[config.mk]
export PLATFORM = sky130hd
export DESIGN_NAME = irq_poll_ctrl
export DESIGN_NICKNAME = d
export VERILOG_FILES = /design/src/rtl/irq_poll_pkg.sv /design/src/rtl/irq_mc_seq.sv /design/src/rtl/irq_src_flags.sv /design/src/rtl/irq_prio_pick.sv /design/src/rtl/irq_poll_ctrl.sv
export SDC_FILE = /design/constraint.sdc
export NUM_CORES = 1
export LEC_CHECK = 0
export CAP_MARGIN = 20
export CORE_MARGIN = 2
export CORE_UTILIZATION = 43
export CTS_CLUSTER_DIAMETER = 60
export DETAILED_ROUTE_END_ITERATION = 10
export GPL_TIMING_DRIVEN = 0
export PLACE_DENSITY = 0.81
export SETUP_SLACK_MARGIN = 0.02
export SYNTH_ARGS = -nofsm -noshare
export SYNTH_HDL_FRONTEND = slang
export SYNTH_SLANG_ARGS = --single-unit
[constraint.sdc]
create_clock -name clk -period 2.1 [get_ports clk]
set_input_delay 0.42 -clock clk [delete_from_list [all_inputs] [get_ports clk]]
set_output_delay 0.42 -clock clk [all_outputs]
set_load 0.1 [all_outputs]
[src/rtl/irq_poll_pkg.sv]
package irq_poll_pkg;

    localparam int NUM_SRC = 6;
    localparam int VEC_W   = $clog2(NUM_SRC);

    // Vector index doubles as fixed priority rank (lower = served first).
    typedef enum logic [VEC_W-1:0] {
        SRC_EXT0 = 3'd0,
        SRC_TMR0 = 3'd1,
        SRC_EXT1 = 3'd2,
        SRC_TMR1 = 3'd3,
        SRC_SER  = 3'd4,
        SRC_TMR2 = 3'd5
    } irq_src_e;

    typedef struct packed {
        logic             valid;
        logic [VEC_W-1:0] idx;
    } irq_vec_t;

    localparam int EN_W       = 8;
    localparam int GLOBAL_BIT = 7;
    localparam int HOLE_BIT   = 6;

    // Bits of the enable register that hold state.
    function automatic logic [EN_W-1:0] en_impl_mask();
        logic [EN_W-1:0] m;
        m = '1;
        m[HOLE_BIT] = 1'b0;
        return m;
    endfunction

    // Lowest set index among the request bits.
    function automatic irq_vec_t pick_first(input logic [NUM_SRC-1:0] req);
        irq_vec_t r;
        r = '0;
        for (int i = NUM_SRC - 1; i >= 0; i--) begin
            if (req[i]) begin
                r.valid = 1'b1;
                r.idx   = VEC_W'(i);
            end
        end
        return r;
    endfunction

endpackage

[src/rtl/irq_mc_seq.sv]
module irq_mc_seq #(
    parameter int STATES     = 6,
    parameter int PHASES     = 2,
    parameter int POLL_STATE = 1,
    parameter int POLL_PHASE = 1
) (
    input  logic clk,
    input  logic rst,
    output logic poll_tick,
    output logic end_tick
);
    localparam int SW = (STATES > 1) ? $clog2(STATES) : 1;
    localparam int PW = (PHASES > 1) ? $clog2(PHASES) : 1;

    logic [SW-1:0] state_q;
    logic [PW-1:0] phase_q;
    logic          last_phase;
    logic          last_state;

    assign last_phase = (phase_q == PW'(PHASES - 1));
    assign last_state = (state_q == SW'(STATES - 1));

    always_ff @(posedge clk) begin
        if (rst) begin
            state_q <= '0;
            phase_q <= '0;
        end else if (last_phase) begin
            phase_q <= '0;
            state_q <= last_state ? '0 : state_q + SW'(1);
        end else begin
            phase_q <= phase_q + PW'(1);
        end
    end

    assign poll_tick = (state_q == SW'(POLL_STATE)) && (phase_q == PW'(POLL_PHASE));
    assign end_tick  = last_state && last_phase;

endmodule

[src/rtl/irq_src_flags.sv]
module irq_src_flags #(
    parameter int N_EXT = 2,
    parameter int N_TMR = 2
) (
    input  logic             clk,
    input  logic             rst,
    input  logic             end_tick,
    input  logic [N_EXT-1:0] ext_pin,
    input  logic [N_EXT-1:0] ext_edge_sel,
    input  logic [N_EXT-1:0] ext_clr,
    input  logic [N_TMR-1:0] tmr_ovf,
    input  logic [N_TMR-1:0] tmr_clr,
    output logic [N_EXT-1:0] ext_req,
    output logic [N_EXT-1:0] ext_flag,
    output logic [N_TMR-1:0] tmr_flag
);

    for (genvar i = 0; i < N_EXT; i++) begin : g_ext
        logic pin_q;
        logic flag_q;
        logic rise;

        assign rise = ext_pin[i] & ~pin_q;

        always_ff @(posedge clk) begin
            if (rst) begin
                pin_q  <= 1'b0;
                flag_q <= 1'b0;
            end else begin
                pin_q <= ext_pin[i];
                if (ext_edge_sel[i])
                    flag_q <= rise | (flag_q & ~ext_clr[i]);
                else
                    flag_q <= 1'b0;
            end
        end

        assign ext_flag[i] = flag_q;
        assign ext_req[i]  = ext_edge_sel[i] ? flag_q : ext_pin[i];
    end

    for (genvar j = 0; j < N_TMR; j++) begin : g_tmr
        logic stage_q;
        logic flag_q;

        always_ff @(posedge clk) begin
            if (rst) begin
                stage_q <= 1'b0;
                flag_q  <= 1'b0;
            end else if (end_tick) begin
                stage_q <= 1'b0;
                flag_q  <= stage_q | tmr_ovf[j] | (flag_q & ~tmr_clr[j]);
            end else begin
                stage_q <= stage_q | tmr_ovf[j];
                flag_q  <= flag_q & ~tmr_clr[j];
            end
        end

        assign tmr_flag[j] = flag_q;
    end

endmodule

[src/rtl/irq_prio_pick.sv]
module irq_prio_pick
    import irq_poll_pkg::*;
#(
    parameter int N = NUM_SRC
) (
    input  logic [N-1:0] req,
    output irq_vec_t     pick
);
    always_comb pick = pick_first(req);
endmodule

[src/rtl/irq_poll_ctrl.sv]
module irq_poll_ctrl
    import irq_poll_pkg::*;
#(
    parameter int MC_STATES  = 6,
    parameter int MC_PHASES  = 2,
    parameter int POLL_STATE = 1,
    parameter int POLL_PHASE = 1
) (
    input  logic             clk,
    input  logic             rst,
    input  logic             en_wr,
    input  logic [EN_W-1:0]  en_wdata,
    output logic [EN_W-1:0]  en_rdata,
    input  logic [1:0]       ext_pin,
    input  logic [1:0]       ext_edge_sel,
    input  logic [1:0]       tmr_ovf,
    input  logic             t2_ovf_flag,
    input  logic             t2_ext_flag,
    input  logic             ser_flag,
    input  logic             vec_ack,
    output logic             vec_req,
    output logic [VEC_W-1:0] vec_idx,
    output logic [1:0]       ext_flag,
    output logic [1:0]       tmr_flag
);
    localparam logic [EN_W-1:0] IMPL = en_impl_mask();

    logic               poll_tick;
    logic               end_tick;
    logic [EN_W-1:0]    en_q;
    logic               glob_en;
    logic [1:0]         ext_req;
    logic [1:0]         ext_clr;
    logic [1:0]         tmr_clr;
    logic [NUM_SRC-1:0] src_req;
    logic [NUM_SRC-1:0] masked_req;
    irq_vec_t           pick;
    irq_vec_t           vec_q;
    logic               ack_fire;

    irq_mc_seq #(
        .STATES    (MC_STATES),
        .PHASES    (MC_PHASES),
        .POLL_STATE(POLL_STATE),
        .POLL_PHASE(POLL_PHASE)
    ) u_seq (
        .clk      (clk),
        .rst      (rst),
        .poll_tick(poll_tick),
        .end_tick (end_tick)
    );

    always_ff @(posedge clk) begin
        if (rst)        en_q <= '0;
        else if (en_wr) en_q <= en_wdata & IMPL;
    end

    assign en_rdata = en_q;
    assign glob_en  = en_q[GLOBAL_BIT];

    assign ack_fire = vec_q.valid && vec_ack;
    assign ext_clr[0] = ack_fire && (vec_q.idx == SRC_EXT0);
    assign ext_clr[1] = ack_fire && (vec_q.idx == SRC_EXT1);
    assign tmr_clr[0] = ack_fire && (vec_q.idx == SRC_TMR0);
    assign tmr_clr[1] = ack_fire && (vec_q.idx == SRC_TMR1);

    irq_src_flags #(.N_EXT(2), .N_TMR(2)) u_flags (
        .clk         (clk),
        .rst         (rst),
        .end_tick    (end_tick),
        .ext_pin     (ext_pin),
        .ext_edge_sel(ext_edge_sel),
        .ext_clr     (ext_clr),
        .tmr_ovf     (tmr_ovf),
        .tmr_clr     (tmr_clr),
        .ext_req     (ext_req),
        .ext_flag    (ext_flag),
        .tmr_flag    (tmr_flag)
    );

    always_comb begin
        src_req           = '0;
        src_req[SRC_EXT0] = ext_req[0];
        src_req[SRC_TMR0] = tmr_flag[0];
        src_req[SRC_EXT1] = ext_req[1];
        src_req[SRC_TMR1] = tmr_flag[1];
        src_req[SRC_SER]  = ser_flag;
        src_req[SRC_TMR2] = t2_ovf_flag | t2_ext_flag;
    end

    assign masked_req = src_req & en_q[NUM_SRC-1:0];

    irq_prio_pick #(.N(NUM_SRC)) u_pick (
        .req (masked_req),
        .pick(pick)
    );

    always_ff @(posedge clk) begin
        if (rst) begin
            vec_q <= '0;
        end else if (ack_fire) begin
            vec_q.valid <= 1'b0;
        end else if (!vec_q.valid && poll_tick && glob_en && pick.valid) begin
            vec_q <= pick;
        end
    end

    assign vec_req = vec_q.valid;
    assign vec_idx = vec_q.idx;

endmodule

Word level (Yosys, flattened, before mapping)
Index checks and enable logic that the tools add are counted.
{"block": "classes", "n_eq_ne": 5, "addsub": 2, "reduce_logical": 18, "n_mux": 11, "n_bitwise": 23}
{"op": "$mux W4", "n": 6}
{"op": "$logic_and A1 B1 Y1", "n": 10}
{"op": "$reduce_or A2 Y1", "n": 5}
{"op": "$not A1 Y1", "n": 9}
{"op": "$or A1 B1 Y1", "n": 7}
{"op": "$and A1 B1 Y1", "n": 6}
{"op": "$and A6 B6 Y6", "n": 1}
{"op": "$eq A3 B1 Y1 const B", "n": 2}
{"op": "$eq A3 B2 Y1 const B", "n": 2}
{"op": "$mux W1", "n": 4}
{"op": "$add A3 B1 Y3 const B", "n": 1}
{"op": "$eq A3 B3 Y1 const B", "n": 1}
{"op": "$logic_not A3 Y1", "n": 1}
{"op": "$mux W3", "n": 1}
{"op": "$reduce_and A2 Y1", "n": 1}
{"op": "$add A1 B1 Y1 const B", "n": 1}
{"op": "$logic_not A1 Y1", "n": 1}
{"block": "totals", "out_inout_bits": 16, "elab_cells": 72, "inputBits": 21, "ff_bits": 23}

Depth between registers and ports, before layout
Gate-level depths: netlist of the first run.
{"block": "depth", "word_depth": 10, "mapped_depth": 4, "ltp_nobuf": 4}

Hierarchy
Synthesis of the first run repeated with hierarchy kept, for this count alone.
{"block": "hier_totals", "hier_cells": 113, "area_unflattened_um2": 1063.5}
{"mod": "irq_poll_ctrl", "seq_area_each_um2": 220.2, "cells_each": 53, "n_inst": 1, "area_each_um2": 519.2}
{"mod": "irq_src_flags", "seq_area_each_um2": 160.2, "cells_each": 34, "n_inst": 1, "area_each_um2": 330.3}
{"mod": "irq_mc_seq", "seq_area_each_um2": 80.1, "cells_each": 16, "n_inst": 1, "area_each_um2": 161.4}
{"mod": "irq_prio_pick", "seq_area_each_um2": 0.0, "cells_each": 10, "n_inst": 1, "area_each_um2": 52.6}

Least setup slack after synthesis of the first run
No wires, ideal clock.
{"block": "synth_path", "path_type": "register to register", "start": "register en_q[7], in the netlist en_rdata[7]", "end": "register vec_q, in the netlist vec_idx[0]", "slack_ns": 0.148, "stages_incl_launch_ff": 5, "t_arrival_ns": 1.829, "path_buffers": 0, "setup_time_ns": 0.123, "required_time_ns": 1.977, "period_less_slack_ns": 1.952, "cell_sequence": "dfxtp_1 -> nand2b_1 -> nor4_4 -> o31ai_2 -> mux2_1"}
{"block": "synth_via", "elab_chain_cells": 3}
{"item": "start, declared", "line": "irq_poll_ctrl.sv:30", "source": "logic [EN_W-1:0] en_q;"}
{"item": "start signal, assigned", "line": "irq_poll_ctrl.sv:55", "source": "else if (en_wr) en_q <= en_wdata & IMPL;"}
{"item": "$logic_and A1 B1 Y1 (2 in series)", "line": "irq_poll_ctrl.sv:103", "source": "end else if (!vec_q.valid && poll_tick && glob_en && pick.valid) begin"}
{"item": "$reduce_and A2 Y1 (no line)"}
{"item": "end signal, assigned", "line": "irq_poll_ctrl.sv:104", "source": "vec_q <= pick;"}
{"item": "end, declared", "line": "irq_poll_ctrl.sv:38", "source": "irq_vec_t vec_q;"}
Every way passes these cells.
A chain may end at the register's enable or synchronous reset.

Worst setup path in the final report of the first run
{"block": "layout_path", "start": "register vec_q, in the netlist vec_idx[2]", "end": "output port vec_idx[2]"}
{"item": "end, declared", "line": "irq_poll_ctrl.sv:22", "source": "output logic [VEC_W-1:0] vec_idx,"}
No word-level cell between the ends.

==> reports/results.tsv, run 1 <==
stage	metric	value	unit
status	status	finished clean	
clock_network	Post-CTS Hold Buffers	0	
synth	Cells after Synth	109	
synth	Synthesis Warnings	0	
min_path	Hold Path Stages	1	
setup_path	crit path launch	vec_idx[2]	
floorplanning	Starting Density	0.454	
setup_path	worst setup path category	flip-flop to output port	
setup_path	Critical R2R Launch	u_flags.g_ext[0].flag_q	
setup_path	CP max stage cell	clkdlybuf4s15_1	
power	leakage power	0.581	nW
timing	fin crit share	0.962	
drt	TritonRoute pass-1 iters	4	
clock_network	post-CTS setup buffers	0	
grt	initial antenna violation count	0	
power	Max VDD drop	0.000525	V
setup_path	R2R setup slack	0.48	ns
final_layout	fillers	218	
timing	Clock Skew	0.00140	ns
clock_network	buffer depth of the longest clock path	2	
timing	worst slew pin tran	0.962	ns
timing	Pins Over Slew Limit	0	
placement	PortBufs	33	
drt	WL final	2120	um
clock_network	CTS Sinks	23	
synth	syn_nets	130	
grt	vias in the first global route	838	
setup_path	Critical Path Fanout Max	6	
final_layout	nets	168	
timing	Slew HR	0.361	
setup_path	Crit. End Element	output port	
clock_network	clk_lat worst skew	0.31	ns
setup_path	critical path, cell by cell	clkdlybuf4s15_1	
synth	post-synthesis instance area	1000	um^2
drt	DRC	0	
timing	RSZ-0062 raised after global routing	false	
floorplanning	die area	2740	um^2
synth	Syn Area/Cell	9.21	um^2
placement	hpwl dp	1700	um
min_path	Hold EP	u_seq.last_phase	
final_layout	area occupied by multi-input gates	483	um^2
drt	Via Count	884	
grt	Total Routing Usage GR	0.177	
timing	final worst slack	0.0802	ns
setup_path	worst path required time	1.68	ns
floorplanning	Core ar.	2210	um^2
power	Pwr Density	630	nW/um^2
floorplanning	I/O pin total	37	
grt	largest net degree at the start of global routing	13	
final_layout	layout cells sized above 1	0.130	
timing	fmax	495	MHz
timing	Fin. Hold Viols	0	
setup_path	startpoint types	flip-flop	
floorplanning	row cnt	17	
final_layout	register area	460	um^2
clock_network	CTS root buffer	clkbuf_4	
setup_path	worst endpoint data arrival time	1.60	ns
timing	final setup fails	0	
placement	GP Congestion	0.866	
floorplanning	Die H	52.3	um
clock_network	Reg clk slew, reported paths	0.12	ns
placement	Setup WS pre-CTS	-0.163	ns
min_path	Worst Hold Class	flip-flop to flip-flop	
setup_path	RR Endpoint	vec_idx[0]	
clock_network	CTS tree	done	
run	max cap viols	0	
drt	Detailed Route Iter0 Violations	5	
drt	drt wl/cell	12.2	um
synth	register area share after synthesis	0.459	
final_layout	Antenna Diode Count	0	
clock_network	H-tree depth	1	
clock_network	TritonCTS Buffers	3	
synth	Synth Register Bits	23	
setup_path	Buffers & Inverters on Critical Path	1	
setup_path	worst r2r path cells	4	
min_path	HP Start	u_seq.last_phase	
final_layout	P&R area growth vs syn	36.7	%
grt	GR Overflow Total	0	
grt	global-route wire length before repair	3550	um
setup_path	Max stage delay on crit path	0.85	ns
floorplanning	die width	52.3	um
synth	Netlist cell types	28	
drt	Vias/cell	5.08	
setup_path	family with the most delay on the worst path	buffers and inverters	
final_layout	Final Util	0.620	
drt	ANT nets after route	0	
timing	min Tclk post-route	2.02	ns
-- worst max path at each step --
stage / to / slack (ns) / cells past startpoint
final: vec_idx[2] / 0.08 / 1
after detailed placement: vec_idx[0] / -0.16 / 5
after global placement: vec_idx[0] / -0.13 / 5
after CTS: ext_flag[0] / 0.04 / 2
after global routing: en_rdata[2] / 0.02 / 1
after floorplan: vec_idx[0] / 0.15 / 4
-- worst register-to-register path: cells and delay by family (launching register included) --
kind / cells / cell delay, ns
muxes: 2 / 0.63
AOI/OAI and AO/OA: 2 / 0.55
DFF: 1 / 0.34
-- flip-flops by register name, indices dropped and copies added (netlist names) --
| name | flops |
|---|---|
| en_rdata | 7 |
| u_seq.state_q | 3 |
| vec_idx | 3 |
| u_flags.g_ext.flag_q | 2 |
| u_flags.g_ext.pin_q | 2 |
| u_flags.g_tmr.flag_q | 2 |
| u_flags.g_tmr.stage_q | 2 |
| u_seq.last_phase | 1 |
| vec_req | 1 |
-- kinds of logic after synthesis --
family | count (synthesis) | synth area share
XOR/XNOR | 1 | 0.00873
other | 1 | 0.00374
flip-flops | 23 | 0.459
AND/OR/NAND/NOR | 40 | 0.211
multiplexers | 10 | 0.107
buffers and inverters | 11 | 0.0599
AO/OA/AOI/OAI | 23 | 0.151
-- synth_stat cells (all sizes together) --
master | count | share of area
nand2 | 8 | 0.030
xnor2 | 1 | 0.0087
mux2 | 3 | 0.037
clkbuf | 3 | 0.011
o211a | 1 | 0.010
nand3 | 2 | 0.010
nand2b | 2 | 0.012
nor3b | 4 | 0.030
a22o | 2 | 0.017
inv | 3 | 0.011
o21ai | 5 | 0.025
dfxtp | 23 | 0.46
mux2i | 7 | 0.070
buf | 5 | 0.037
o31ai | 1 | 0.012
nor4 | 1 | 0.021
a21oi | 10 | 0.050
nand4 | 1 | 0.0062
o22a | 1 | 0.010
nor2b | 2 | 0.012
or4 | 1 | 0.0075
conb | 1 | 0.0037
nor2 | 15 | 0.056
o41ai | 3 | 0.026
nor3 | 3 | 0.015
and3b | 1 | 0.010
-- final cells by class --
cell class	count	area share
sequential	23	0.336
buffer	8	0.0356
multi-input combinational	75	0.352
clock buffer	4	0.0192
timing repair buffer	33	0.224
tap	28	0.0255
inverter	3	0.00821
-- cells in the final DEF (no fill, tap or decap), types with 4 or more instances in the layout --
| cell type | netlist | final |
|---|---|---|
| nor2_1 | 15 | 15 |
| o21ai_0 | 5 | 5 |
| buf_4 | 5 | 7 |
| clkbuf_1 | 3 | 4 |
| nor3b_1 | 4 | 4 |
| mux2i_1 | 7 | 7 |
| nand2_1 | 8 | 8 |
| dlygate4sd2_1 | 0 | 8 |
| clkdlybuf4s50_1 | 0 | 18 |
| a21oi_1 | 10 | 10 |
| dfxtp_1 | 23 | 23 |
-- per-layer routing --
layer	vias up	routed length, um	track usage
li1	456	-	-
met1	394	983	0.219
met2	27	969	0.283
met3	7	118	0.0400
met4	0	48	0.0983
met5	-	0	0
-- per-stage QoR --
stage / instance area [um^2] / TNS [ns] / instances / hold WS [ns] / power (mW)
final: 1370 / 0 / 174 / 0.471 / 0.864
after global routing: 1370 / 0 / 174 / 0.485 / 0.908
after CTS: 1380 / 0 / 174 / 0.474 / 0.874
after detailed placement: 1370 / -0.163 / 170 / 0.450 / 0.679
after global placement: 1370 / -0.133 / 170 / 0.434 / 0.675
after floorplan: 1000 / 0 / 109 / 0.425 / 0.611
-- timing repair --
item,4_1_cts,5_1_grt
cloned,0,0
resized for setup,18,8
hold endpoints to repair,0,0
endpoints found under the setup margin,15,5
-- power by group --
part | internal, mW | switching, mW
Combinational | 0.0678 | 0.122
Clock | 0.0743 | 0.129
Sequential | 0.456 | 0.0155
Total | 0.598 | 0.266
No activity file was read; power rests on OpenSTA's default activity.
==> run 2, diff against run 1 <==
--- a/config.mk
+++ b/config.mk
@@ -6,9 +6,8 @@
 export NUM_CORES = 1
 export LEC_CHECK = 0
 export CAP_MARGIN = 20
-export CORE_MARGIN = 2
 export CORE_UTILIZATION = 43
-export CTS_CLUSTER_DIAMETER = 60
+export CTS_CLUSTER_DIAMETER = 200
 export DETAILED_ROUTE_END_ITERATION = 10
 export GPL_TIMING_DRIVEN = 0
 export PLACE_DENSITY = 0.81
==> run 2 against run 1 <==
Compared with the run above:
- die area down 7.5%
- sequential share of layout area down 0.33 points
- design area up 1.0%
- combinational power about the same
- clock skew up 0.0058 ns
- global-route usage up 0.82 points
- cell count unchanged
- register-to-register slack about the same
- flip-flop and latch count unchanged
- clock power about the same
- worst setup slack worse by 0.0051 ns
- first-iteration DRC count up 120%
- critical endpoint is now en_rdata[2]
- largest power group unchanged
==> reports/results.tsv, run 2 (synthesized netlist as in run 1, its figures left out) <==
stage	metric	value	unit	change
status	status	finished clean		
power	internal power	0.595	mW	-0.45%
floorplanning	I/O pin total	37		unchanged
setup_path	Critical Path Fanout Max	4		-2
drt	ANT nets after route	0		unchanged
timing	fin crit share	0.964		+0.00244
final_layout	Final Util	0.626		+0.00622
drt	DRC	0		unchanged
min_path	Worst Hold Class	flip-flop to flip-flop		
setup_path	Crit. End Element	output port		
timing	setup TNS	0	ns	unchanged
floorplanning	row cnt	17		unchanged
run	max cap viols	0		unchanged
timing	worst slew pin tran	0.967	ns	+0.00478 ns
final_layout	number of flip-flops in the largest register	7		unchanged
power	Reg power frac	0.546		about the same
grt	GR Overflow Total	0		unchanged
timing	RSZ-0062 raised after global routing	false		
grt	global-route wire length before repair	3570	um	+0.59%
placement	dpl cells	170		unchanged
placement	GP Congestion	0.841		-2.8%
setup_path	CP max stage cell	dlygate4sd2_1		
clock_network	Reg clk slew, reported paths	0.13	ns	about the same
timing	fmax	494	MHz	-0.25%
final_layout	layout cells sized above 1	0.123		-0.00685
setup_path	worst path required time	1.68	ns	about the same
clock_network	Post-CTS Hold Buffers	0		unchanged
floorplanning	die width	50.3	um	-3.8%
setup_path	Max stage delay on crit path	0.88	ns	+0.03 ns
power	Switch Pwr	0.269	mW	+0.93%
grt	met1 global-route usage	0.205		-0.0134
power	Pwr Density	624	nW/um^2	-1.0%
clock_network	H-tree depth	1		unchanged
final_layout	most frequent cells in the layout	dfxtp_1 (23), clkdlybuf4s50_1 (18), nor2_1 (15), a21oi_1 (10), dlygate4sd2_1 (9)		
power	clock power share	0.233		-0.002
floorplanning	die area	2530	um^2	-7.5%
power	Max VDD drop	0.000537	V	+2.3%
timing	Clock Skew	0.00720	ns	+0.00580 ns
final_layout	P&R area growth vs syn	38.0	%	
grt	Total Routing Usage GR	0.185		+0.00818
power	leakage power	0.585	nW	+0.64%
setup_path	worst setup path category	flip-flop to output port		
grt	met2 usage	0.342		+0.0589
final_layout	Antenna Diode Count	0		unchanged
placement	hpwl dp	1730	um	+1.6%
clock_network	CTS root buffer	clkbuf_4		
setup_path	critical path, cell by cell	dlygate4sd2_1		
clock_network	post-CTS setup buffers	0		unchanged
grt	initial antenna violation count	0		unchanged
timing	Slew HR	0.358		-0.00317
clock_network	buffer depth of the longest clock path	2		unchanged
floorplanning	Die H	50.3	um	-3.8%
drt	Vias/cell	5.26		+3.6%
clock_network	CTS Sinks	23		unchanged
power	Sw Share	0.311		+0.00293
drt	Detailed Route Iter0 Violations	11		+6
clock_network	CTS tree	done		
power	Gate power share	0.221		+0.002
setup_path	worst endpoint data arrival time	1.60	ns	about the same
drt	WL final	2160	um	+2.0%
timing	final setup fails	0		unchanged
timing	min Tclk post-route	2.02	ns	+0.00512 ns
grt	Most Crowded Layer GR	met2		
timing	Fin. Hold Viols	0		unchanged
grt	largest net degree at the start of global routing	14		+1
final_layout	nets	168		unchanged
grt	vias in the first global route	867		+3.5%
drt	TritonRoute pass-1 iters	2		-2
drt	Via Count	916		+3.6%
setup_path	startpoint types	flip-flop		
drt	drt wl/cell	12.4	um	+2.0%
setup_path	family with the most delay on the worst path	buffers and inverters		
clock_network	clk_lat worst skew	0.31	ns	about the same
placement	PortBufs	33		unchanged
final_layout	commonest non-fill, non-tap cell in the layout	dfxtp_1		
final_layout	Layout Cells excl Fill	174		unchanged
clock_network	TritonCTS Buffers	3		unchanged
grt	M3 GR Usage	0.0303		-0.00970
timing	Pins Over Slew Limit	0		unchanged
floorplanning	Core ar.	2210	um^2	unchanged
setup_path	Buffers & Inverters on Critical Path	1		unchanged
floorplanning	Starting Density	0.454		unchanged
## run 2: cell count changes in the layout (fill, tap and decap cells not counted)
cell	previous run	this run
buf_4	7	6
clkbuf_1	4	3
clkbuf_2	2	0
clkdlybuf4s15_1	2	3
clkdlybuf4s15_2	1	2
clkinv_2	0	1
dlygate4sd2_1	8	9
## run 2: cell type report
class / count / area (um^2)
Inverter: 3 / 11.3
Tap cell: 28 / 35.0
Timing Repair Buffer: 33 / 319
Multi-Input combinational cell: 75 / 483
Clock buffer: 3 / 22.5
Fill cell: 210 / 827
Clock inverter: 1 / 5.00
Buffer: 8 / 48.8
Sequential cell: 23 / 460
## run 2: repair_timing
item                       4_1_cts  5_1_grt
gates resized for setup         20        3
setup endpoints to repair       15        3
cloned                           0        0
## run 2: power by group through the flow
stage / Sequential (mW) / Combinational, mW / Clock, mW
after floorplan: 0.538 / 0.0732 / 0
final: 0.471 / 0.191 / 0.202
after global routing: 0.474 / 0.202 / 0.228
after global placement: 0.481 / 0.194 / 0
after detailed placement: 0.482 / 0.198 / 0
after CTS: 0.472 / 0.192 / 0.209
## run 2: worst paths after layout
path	startpoint	end	slack, ns	cells after the start
max reg2reg	u_flags.g_ext[0].flag_q	vec_idx[0]	0.47	4
min	u_seq.last_phase	u_seq.last_phase	0.47	1
max	en_rdata[2]	en_rdata[2]	0.08	1
min reg2reg	u_seq.last_phase	u_seq.last_phase	0.47	1
## run 2: metrics by stage
step	hold WS, ns	total power, mW	area, um^2	setup slack [ns]
2_1_floorplan	0.425	0.611	1000	0.148
3_3_place_gp	0.434	0.675	1370	-0.129
3_5_place_dp	0.447	0.680	1370	-0.165
4_1_cts	0.475	0.874	1380	0.0440
5_1_grt	0.511	0.904	1390	0.0211
6_report	0.469	0.864	1390	0.0751
## run 2: per-layer routing
layer | part of all wire | vias up | wire, um
met5 | 0 | - | 0
met4 | 0.011 | 0 | 23
met3 | 0.052 | 4 | 112
met2 | 0.51 | 25 | 1110
met1 | 0.42 | 436 | 918
li1 | - | 451 | -
## run 2: worst register-to-register path, stage by stage (launching register included)
cell and delay [ns]:
dfxtp_1 0.36, mux2_4 0.28, a22o_1 0.23, o31ai_2 0.32, mux2_1 0.35
